==> config.mk <==
export PLATFORM = sky130hd
export DESIGN_NAME = sctl_secondary
export DESIGN_NICKNAME = d
export VERILOG_FILES = /design/src/rtl/sctl_pkg.sv /design/src/rtl/sctl_sync.sv /design/src/rtl/sctl_edge.sv /design/src/rtl/sctl_frame.sv /design/src/rtl/sctl_regs.sv /design/src/rtl/sctl_secondary.sv
export SDC_FILE = /design/constraint.sdc
export NUM_CORES = 1
export LEC_CHECK = 0
export ABC_AREA = 1
export BUFFER_PORTS_ARGS = -buffer_cell sky130_fd_sc_hd__buf_2
export CORE_MARGIN = 8
export CORE_UTILIZATION = 40
export DETAILED_ROUTE_END_ITERATION = 6
export PLACE_DENSITY = 0.62
export SYNTH_ARGS = -nofsm -noshare
export SYNTH_HDL_FRONTEND = slang
export SYNTH_HIERARCHICAL = 1
export SYNTH_SLANG_ARGS = --single-unit
==> constraint.sdc <==
create_clock -name clk -period 3 [get_ports clk]
set_input_delay 0.15 -clock clk [delete_from_list [all_inputs] [get_ports clk]]
set_output_delay 0.15 -clock clk [all_outputs]
set_load 0.02 [all_outputs]
==> src/rtl/sctl_pkg.sv <==
package sctl_pkg;

    localparam int BYTE_W = 8;

    typedef logic [BYTE_W-1:0] byte_t;

    // Position of the access inside its three-byte frame
    typedef enum logic [1:0] {
        PH_CMD,
        PH_ADDR,
        PH_DATA,
        PH_DONE
    } phase_e;

    // Events seen on the synchronised serial lines
    typedef struct packed {
        logic rise;
        logic fall;
        logic en;
        logic din;
    } ser_ev_t;

    // Register write request leaving the framer
    typedef struct packed {
        logic  stb;
        byte_t addr;
        byte_t data;
    } wr_req_t;

    localparam byte_t ADDR_STATUS = 8'h00;
    localparam byte_t ADDR_MASK   = 8'h01;
    localparam byte_t ADDR_GEN0   = 8'h02;

    // Write-one-to-clear with event set taking priority
    function automatic byte_t w1c_update(byte_t cur, byte_t clr, byte_t set);
        return (cur & ~clr) | set;
    endfunction

    function automatic logic cmd_is_read(byte_t cmd);
        return cmd[BYTE_W-1];
    endfunction

endpackage

==> src/rtl/sctl_sync.sv <==
module sctl_sync #(
    parameter int          W       = 1,
    parameter int          STAGES  = 2,
    parameter logic [W-1:0] RST_VAL = '0
) (
    input  logic         clk,
    input  logic         rst,
    input  logic [W-1:0] d,
    output logic [W-1:0] q
);
    logic [STAGES-1:0][W-1:0] chain;

    always_ff @(posedge clk) begin
        if (rst) chain <= {STAGES{RST_VAL}};
        else     chain <= {chain[STAGES-2:0], d};
    end

    assign q = chain[STAGES-1];
endmodule

==> src/rtl/sctl_edge.sv <==
module sctl_edge
    import sctl_pkg::*;
#(
    parameter int SYNC_STAGES = 2
) (
    input  logic    clk,
    input  logic    rst,
    input  logic    ser_clk,
    input  logic    ser_en_n,
    input  logic    ser_din,
    output ser_ev_t ev
);
    logic [2:0] raw;
    logic [2:0] synced;
    logic       clk_prev;

    assign raw = {ser_clk, ser_en_n, ser_din};

    // Clock and enable idle high, data idles low; equal depth keeps them aligned
    sctl_sync #(.W(3), .STAGES(SYNC_STAGES), .RST_VAL(3'b110)) u_sync (
        .clk (clk),
        .rst (rst),
        .d   (raw),
        .q   (synced)
    );

    always_ff @(posedge clk) begin
        if (rst) clk_prev <= 1'b1;
        else     clk_prev <= synced[2];
    end

    always_comb begin
        ev.rise = synced[2] & ~clk_prev;
        ev.fall = ~synced[2] & clk_prev;
        ev.en   = ~synced[1];
        ev.din  = synced[0];
    end
endmodule

==> src/rtl/sctl_frame.sv <==
module sctl_frame
    import sctl_pkg::*;
(
    input  logic    clk,
    input  logic    rst,
    input  ser_ev_t ev,
    input  byte_t   rd_data,
    output byte_t   rd_addr,
    output wr_req_t wr,
    output logic    sdo_pull_low
);
    phase_e     phase;
    logic [2:0] bit_cnt;
    byte_t      sh_in;
    byte_t      addr_q;
    byte_t      rd_sh;
    logic       is_rd;
    logic       out_bit;
    logic       drive;
    byte_t      byte_next;
    logic       last_bit;

    assign byte_next = {sh_in[BYTE_W-2:0], ev.din};
    assign last_bit  = (bit_cnt == 3'd7);

    always_ff @(posedge clk) begin
        if (rst || !ev.en) begin
            phase   <= PH_CMD;
            bit_cnt <= '0;
            sh_in   <= '0;
            addr_q  <= '0;
            rd_sh   <= '0;
            is_rd   <= 1'b0;
            out_bit <= 1'b1;
            drive   <= 1'b0;
        end else begin
            if (ev.fall && phase != PH_DONE) begin
                sh_in   <= byte_next;
                bit_cnt <= bit_cnt + 3'd1;
                if (last_bit) begin
                    case (phase)
                        PH_CMD: begin
                            is_rd <= cmd_is_read(byte_next);
                            phase <= PH_ADDR;
                        end
                        PH_ADDR: begin
                            addr_q <= byte_next;
                            phase  <= PH_DATA;
                            if (is_rd) begin
                                rd_sh <= rd_data;
                                drive <= 1'b1;
                            end
                        end
                        PH_DATA: begin
                            phase   <= PH_DONE;
                            drive   <= 1'b0;
                            out_bit <= 1'b1;
                        end
                        default: phase <= PH_DONE;
                    endcase
                end
            end
            // Output bit launched on the serial rising edge
            if (ev.rise && phase == PH_DATA && is_rd) begin
                out_bit <= rd_sh[BYTE_W-1];
                rd_sh   <= {rd_sh[BYTE_W-2:0], 1'b0};
            end
        end
    end

    assign rd_addr = byte_next;

    always_comb begin
        wr.stb  = ev.en && ev.fall && last_bit && (phase == PH_DATA) && !is_rd;
        wr.addr = addr_q;
        wr.data = byte_next;
    end

    assign sdo_pull_low = drive & ~out_bit;
endmodule

==> src/rtl/sctl_regs.sv <==
module sctl_regs
    import sctl_pkg::*;
#(
    parameter int NGEN = 4
) (
    input  logic                   clk,
    input  logic                   rst,
    input  wr_req_t                wr,
    input  byte_t                  rd_addr,
    input  byte_t                  irq_src,
    output byte_t                  rd_data,
    output byte_t                  status,
    output logic [NGEN*BYTE_W-1:0] gen_flat,
    output logic                   irq_pull_low
);
    byte_t status_q;
    byte_t mask_q;

    always_ff @(posedge clk) begin
        if (rst) begin
            status_q <= '0;
            mask_q   <= '0;
        end else begin
            if (wr.stb && wr.addr == ADDR_STATUS)
                status_q <= w1c_update(status_q, wr.data, irq_src);
            else
                status_q <= status_q | irq_src;
            if (wr.stb && wr.addr == ADDR_MASK)
                mask_q <= wr.data;
        end
    end

    for (genvar g = 0; g < NGEN; g++) begin : g_gen
        localparam byte_t MY_ADDR = byte_t'(int'(ADDR_GEN0) + g);
        byte_t q;
        always_ff @(posedge clk) begin
            if (rst)                               q <= '0;
            else if (wr.stb && wr.addr == MY_ADDR) q <= wr.data;
        end
        assign gen_flat[g*BYTE_W +: BYTE_W] = q;
    end

    always_comb begin
        rd_data = '0;
        if (rd_addr == ADDR_STATUS)    rd_data = status_q;
        else if (rd_addr == ADDR_MASK) rd_data = mask_q;
        for (int g = 0; g < NGEN; g++) begin
            if (rd_addr == byte_t'(int'(ADDR_GEN0) + g))
                rd_data = gen_flat[g*BYTE_W +: BYTE_W];
        end
    end

    assign status       = status_q;
    assign irq_pull_low = |(status_q & mask_q);
endmodule

==> src/rtl/sctl_secondary.sv <==
module sctl_secondary
    import sctl_pkg::*;
#(
    parameter int NGEN        = 4,
    parameter int SYNC_STAGES = 2
) (
    input  logic                   clk,
    input  logic                   rst,
    input  logic                   ser_clk,
    input  logic                   ser_en_n,
    input  logic                   ser_din,
    input  logic [BYTE_W-1:0]      irq_src,
    output logic                   sdo_pull_low,
    output logic                   irq_pull_low,
    output logic [NGEN*BYTE_W-1:0] cfg_regs
);
    ser_ev_t ev;
    wr_req_t wr;
    byte_t   rd_addr;
    byte_t   rd_data;
    byte_t   status_w;
    logic    wr_stb_w;
    logic    ser_rise_w;

    sctl_edge #(.SYNC_STAGES(SYNC_STAGES)) u_edge (
        .clk      (clk),
        .rst      (rst),
        .ser_clk  (ser_clk),
        .ser_en_n (ser_en_n),
        .ser_din  (ser_din),
        .ev       (ev)
    );

    sctl_frame u_frame (
        .clk          (clk),
        .rst          (rst),
        .ev           (ev),
        .rd_data      (rd_data),
        .rd_addr      (rd_addr),
        .wr           (wr),
        .sdo_pull_low (sdo_pull_low)
    );

    sctl_regs #(.NGEN(NGEN)) u_regs (
        .clk          (clk),
        .rst          (rst),
        .wr           (wr),
        .rd_addr      (rd_addr),
        .irq_src      (irq_src),
        .rd_data      (rd_data),
        .status       (status_w),
        .gen_flat     (cfg_regs),
        .irq_pull_low (irq_pull_low)
    );

    assign wr_stb_w   = wr.stb;
    assign ser_rise_w = ev.rise;
endmodule

-- Word level (Yosys, flattened, before mapping)
Index checks and enable logic that the tools add are counted.
- add/subtract/negate cells: 1
- bitwise gates (word level): 12
- equality and inequality tests: 15
- mux-type cells: 19
- reduce and logical (&&, ||, !) cells: 33
- operator list (kind ; count):
    2-to-1 mux 8 bit ; 12
    equality test 8 x 2 -> 1 bit (second input constant) ; 4
    equality test 8 x 3 -> 1 bit (second input constant) ; 4
    bitwise AND 8 bit ; 2
    equality test 8 x 1 -> 1 bit (second input constant) ; 2
    logical NOT 8 bit ; 2
    bitwise OR 8 bit ; 2
    logical AND 1 bit ; 13
    AND reduction 4 bit ; 3
    nonzero test 2 bit ; 6
    AND reduction 3 bit ; 3
    inverter 8 bit ; 1
    OR reduction 8 bit ; 1
    2-to-1 mux 1 bit ; 5
    inverter 1 bit ; 4
    case mux 2 bit (2 select lines) ; 1
    adder 3 x 1 -> 3 bit (second input constant) ; 1
    bitwise AND 1 bit ; 3
    equality test 3 bit (second input constant) ; 1
    equality test 2 x 1 -> 1 bit (second input constant) ; 1
    equality test 2 bit (second input constant) ; 1
    logical NOT 2 bit ; 1
    inequality test 2 x 1 -> 1 bit (second input constant) ; 1
    inequality test 2 bit (second input constant) ; 1
    other kinds (5) ; 5
- output and inout port bits: 34
- register bits after elaboration: 86
- word-level logic and storage cells: 98
- input port bits: 13

-- Logic depth before layout (Yosys ltp)
- depth in word-level cells: 12
- gate-level depth with buffers: 15

-- Hierarchy
Netlist, hierarchy kept.
- by module, submodules not included (module ; cells an instance ; area an instance (um^2) ; times used):
    sctl_regs ; 339 ; 2338.5 ; 1
    sctl_frame ; 206 ; 1566.5 ; 1
    sctl_sync ; 22 ; 191.4 ; 1
    sctl_edge ; 8 ; 46.3 ; 1

-- Least setup slack after synthesis
Ideal clock, no wire load.
- path type: register -> register
- start point: register u_edge.u_sync.chain (netlist bit u_edge/u_sync/q[2])
- end point: register u_regs.g_gen[0].q[0]
- clock period less this slack: 1692 ps
- arrival: 1576 ps
- cell stages (with the launch flop): 10
- required time: 2884 ps
- slack: 1308 ps
- buffers on the path: 1
- cell sequence: dfxtp_1 buf_4 nor2_1 nand3_1 nor3_1 nand2_1 nor2_4 nand2_4 o21ai_0 nor2_1
- RTL lines (element ; line ; source):
    from (decl) ; sctl_sync.sv:11 ; logic [STAGES-1:0][W-1:0] chain;
    from (signal assigned) ; sctl_sync.sv:14 ; if (rst) chain <= {STAGES{RST_VAL}};
    from (signal assigned) ; sctl_sync.sv:15 ; else chain <= {chain[STAGES-2:0], d};
    to (signal assigned) ; sctl_regs.sv:38 ; else if (wr.stb && wr.addr == MY_ADDR) q <= wr.data;
    to (decl) ; sctl_regs.sv:35 ; byte_t q;

-- Worst setup path after layout
- start point: register u_frame.sh_in[6]
- end point: register u_frame.rd_sh[7]
- cells in the longest elaborated chain, start to end: 12
- ends and longest elaborated chain (element ; line ; source):
    from (decl) ; sctl_frame.sv:14 ; byte_t sh_in;
    from (signal assigned) ; sctl_frame.sv:38 ; sh_in <= byte_next;
    equality test 8 x 1 -> 1 bit ; sctl_regs.sv:46 ; else if (rd_addr == ADDR_MASK) rd_data = mask_q;
    2-to-1 mux 8 bit ; sctl_regs.sv:46 ;
    2-to-1 mux 8 bit ; sctl_regs.sv:45 ; if (rd_addr == ADDR_STATUS) rd_data = status_q;
    2-to-1 mux 8 bit (3 in series) ; sctl_regs.sv:48 ; if (rd_addr == byte_t'(int'(ADDR_GEN0) + g))
    2-to-1 mux 8 bit (*) ; sctl_regs.sv:48 ;
    named net rd_data[7] ; sctl_secondary.sv:20 ; byte_t rd_data;
    2-to-1 mux 8 bit (*) ; sctl_frame.sv:49 ; if (is_rd) begin
    2-to-1 mux 8 bit (*) ; sctl_frame.sv:41 ; case (phase)
    2-to-1 mux 8 bit (*) ; sctl_frame.sv:40 ; if (last_bit) begin
    2-to-1 mux 8 bit (*) ; sctl_frame.sv:37 ; if (ev.fall && phase != PH_DONE) begin
    2-to-1 mux 8 bit (*) ; sctl_frame.sv:64 ; if (ev.rise && phase == PH_DATA && is_rd) begin
    to (signal assigned) ; sctl_frame.sv:50 ; rd_sh <= rd_data;
    to (signal assigned) ; sctl_frame.sv:66 ; rd_sh <= {rd_sh[BYTE_W-2:0], 1'b0};
    to (decl) ; sctl_frame.sv:16 ; byte_t rd_sh;
The timed path passes the listed nets; every way through them passes the cells marked *. The select of a mux whose other input is x is not followed.
A chain may end at the register's enable or synchronous reset.

==> flow_summary.ini <==
[status]
status = complete, no violations

[power]
p_comb_share_pct = 4.8
total_power_mw = 2.09
p_leak_nw = 2.01
seqPwrFrac_pct = 55.7
pwr-share-clk_pct = 39.5
power_density_mw_per_mm2 = 446
peakVddDrop_v = 0.000178
power_switching_mw = 0.513
p_int_mw = 1.58
switching_share_pct = 24.5

[final_layout]
n_fill_cell = 1050
fin_nets = 634
drive_above_1_share_pct = 19.6
syn2layout_area_growth_pct = 13.2
diodes = 0

[worst_setup_path]
required_ns = 3.23
crit_fanout = 19
r2r-end = u_frame/rd_sh[7]
endpoint = u_frame/rd_sh[7]
critPathLaunchType = flip-flop
path_class = flip-flop to flip-flop
worst-r2r-setup-slack_ns = 0.43
arrival_ns = 2.80
r2r-start = u_frame/sh_in[6]
r2r.worst_path.cells = 13
endpoint_kind = flip-flop
startpoint = u_frame/sh_in[6]

[route]
drtPass1Iterations = 7
num_vias = 3844
detail_route.wirelength_um = 11200
detail-route-antenna-nets = 0
drcViolationCount = 0
viasPerCell = 5.06
drtIter0Drc = 377
wl_per_cell_um = 14.7

[yosys]
synthTopCellsByArea = dfxtp_1 42%, nor2_1 14%, nand2_1 6.4%
syn_area_mm2 = 0.00414
ys_types = 33
ys_ff_latch = 86
synth_top_cell_by_area = dfxtp_1
ys_seq_area_share_pct = 41.6
synth_top_area_share_pct = 41.6
syn_nets = 590
synth_cells = 575
syn_area_per_cell_um2 = 7.20
yosys_warnings = 6
yosys_most_used_dff = dfxtp_1
synth_edf_count = 0
async_flop_share_pct = 0

[grt]
grt_pass1_vias = 3525
grt_max_degree = 41
antenna_found_initial = 0
grt_pass1_wl_um = 18200
grt_overflow = 0
grt_use_total_pct = 16.4

[clock_network]
h-tree-depth = 3
root_buffer = clkbuf_8
clk_latency_ns = 0.37
numClockSinks = 86
cts_max_path_buffers = 2
clk_pin_slew_worst_paths_ns = 0.09
cts_tree = yes
numCtsBuffers = 9

[timing]
fmax_ghz = 0.390
setup_viol = 0
period_needed_ns = 2.57
fin_setup_tns_ns = 0
setup_slack_ns = 0.435
fin_crit_sh_pct = 85.5
worst_pin_slew_ns = 0.963
maxSlewHeadroom_pct = 35.7
slew_viol_final = 0
finalHoldViolations = 0
rsz0062_at_grt = false
finClkSkew_ns = 0.0141

[placement]
post-place-ws_ns = 0.524
globalplace.congestion = 0.881
dp_hpwl_um = 8020
port-buffer-count = 46

[worst_hold_path]
hold_path.class = input pin to flip-flop

[floorplan]
pin_count = 47
die-area_mm2 = 0.0139
fp.coreArea_mm2 = 0.0102
rows = 37
start_util_pct = 40.7
fp.dieH_um = 118
fp.dieW_um = 118

[flow_run]
cap_viol_max_count = 0
==> routing by layer <==
metal  share of wire, %  track usage (%)  up-vias
met5                  0                0        -
met2                 44             24.9      129
met3                6.7             2.88       20
li1                   -                -     1933
met1                 47             21.8     1762
met4                2.7             8.25        0
==> synthesized netlist by cell type (7+ instances only) <==
master and instances:
a21oi_1 23, a21oi_2 8, buf_4 13, dfxtp_1 86, inv_1 40, inv_2 7
nand2_1 71, nand2_2 12, nand2_4 8, nand3_1 43, nand4_1 15, nor2_1 154
o21ai_0 48
==> worst min-delay path by stage <==
stage | cells after the start | from | endpoint | slack [ns]
floorplan | 1 | rst | u_edge/u_sync/chain[0] | 0.22
global placement | 3 | ser_en_n | u_edge/u_sync/chain[1] | 0.32
detailed placement | 3 | ser_en_n | u_edge/u_sync/chain[1] | 0.33
CTS | 3 | irq_src[6] | u_regs/status[6] | 0.001
global route | 3 | irq_src[6] | u_regs/status[6] | 0.02
finish | 3 | irq_src[6] | u_regs/status[6] | 0.01
==> cells in the final DEF (no fill, tap or decap), drive strengths merged <==
cell         synthesis  routed
clkinv               5       8
nor2               168     168
bufinv               0       1
nand2               92      92
dlygate4sd3          0       9
a21oi               31      31
a22o                 1       1
nand4               15      15
nor3                 5       5
nand3               44      44
a221oi               1       1
o21ai               53      53
clkbuf               6       9
buf                 18      48
inv                 48      51
ha                   2       2
dfxtp               86      86
==> layout make-up <==
type                       instances  area, um^2  area share (%)
timing repair buffer              57         335            7.15
inverter                          53         225            4.80
clock buffer                       9         124            2.64
multi-input combinational        412        2040            43.6
tap                              136         170            3.63
sequential                        86        1720            36.7
clock inverter                     7        71.3            1.52
==> registers in the layout, indices dropped and copies added (netlist names), 2 cells and up <==
signal and flops:
u_regs/g_gen.q 32, u_frame/bit_cnt 3, u_edge/u_sync/chain 3, u_frame/addr_q 8
u_regs/status 8, u_regs/mask_q 8, u_frame/sh_in 7, u_edge/u_sync/q 3
u_frame/phase 2, u_frame/rd_sh 8
==> cells by family after synthesis <==
family	after synthesis	synth area share, %
AOI/OAI and AO/OA	86	11.3
buffers and inverters	77	9.12
adders and majority gates	2	0.604
DFF	86	41.6
and+or+nand+nor	324	37.4
==> worst max-delay path, cell delays in order, from the launching register on <==
cell and delay (ns):
dfxtp_1 0.70, nor2_1 0.15, nand2_2 0.16, clkinv_1 0.40, nand3_1 0.20, nand2_1 0.08, nor2_1 0.19, nand4_1 0.11
nand2_1 0.10, inv_1 0.05, nand3_1 0.07, nor2_1 0.06, nor2_1 0.09, a21oi_1 0.06
==> power groups by stage <==
stage | clock network (mW) | logic [mW] | registers, mW
after CTS | 0.845 | 0.100 | 1.17
after detailed placement | 0 | 0.0909 | 1.19
after floorplan | 0 | 0.0688 | 1.19
final | 0.826 | 0.100 | 1.17
after global placement | 0 | 0.0900 | 1.19
after global routing | 0.900 | 0.114 | 1.17
==> metrics by stage <==
step                hold slack [ns]  cells  instance area (um^2)  util, %
detailed placement            0.329    735                  4410     43.3
CTS                         0.00140    760                  4690     46.1
global route                 0.0163    760                  4690     46.1
floorplan                     0.221    575                  4140        -
global placement              0.322    735                  4410     43.3
finish                       0.0150    760                  4690     46.1
==> repair_timing <==
action,CTS,global route
hold buffers,9,0
gates resized for setup,0,0
hold endpoints to repair,9,0
buffers inserted,0,0
Power figures use the tool's default switching activity.
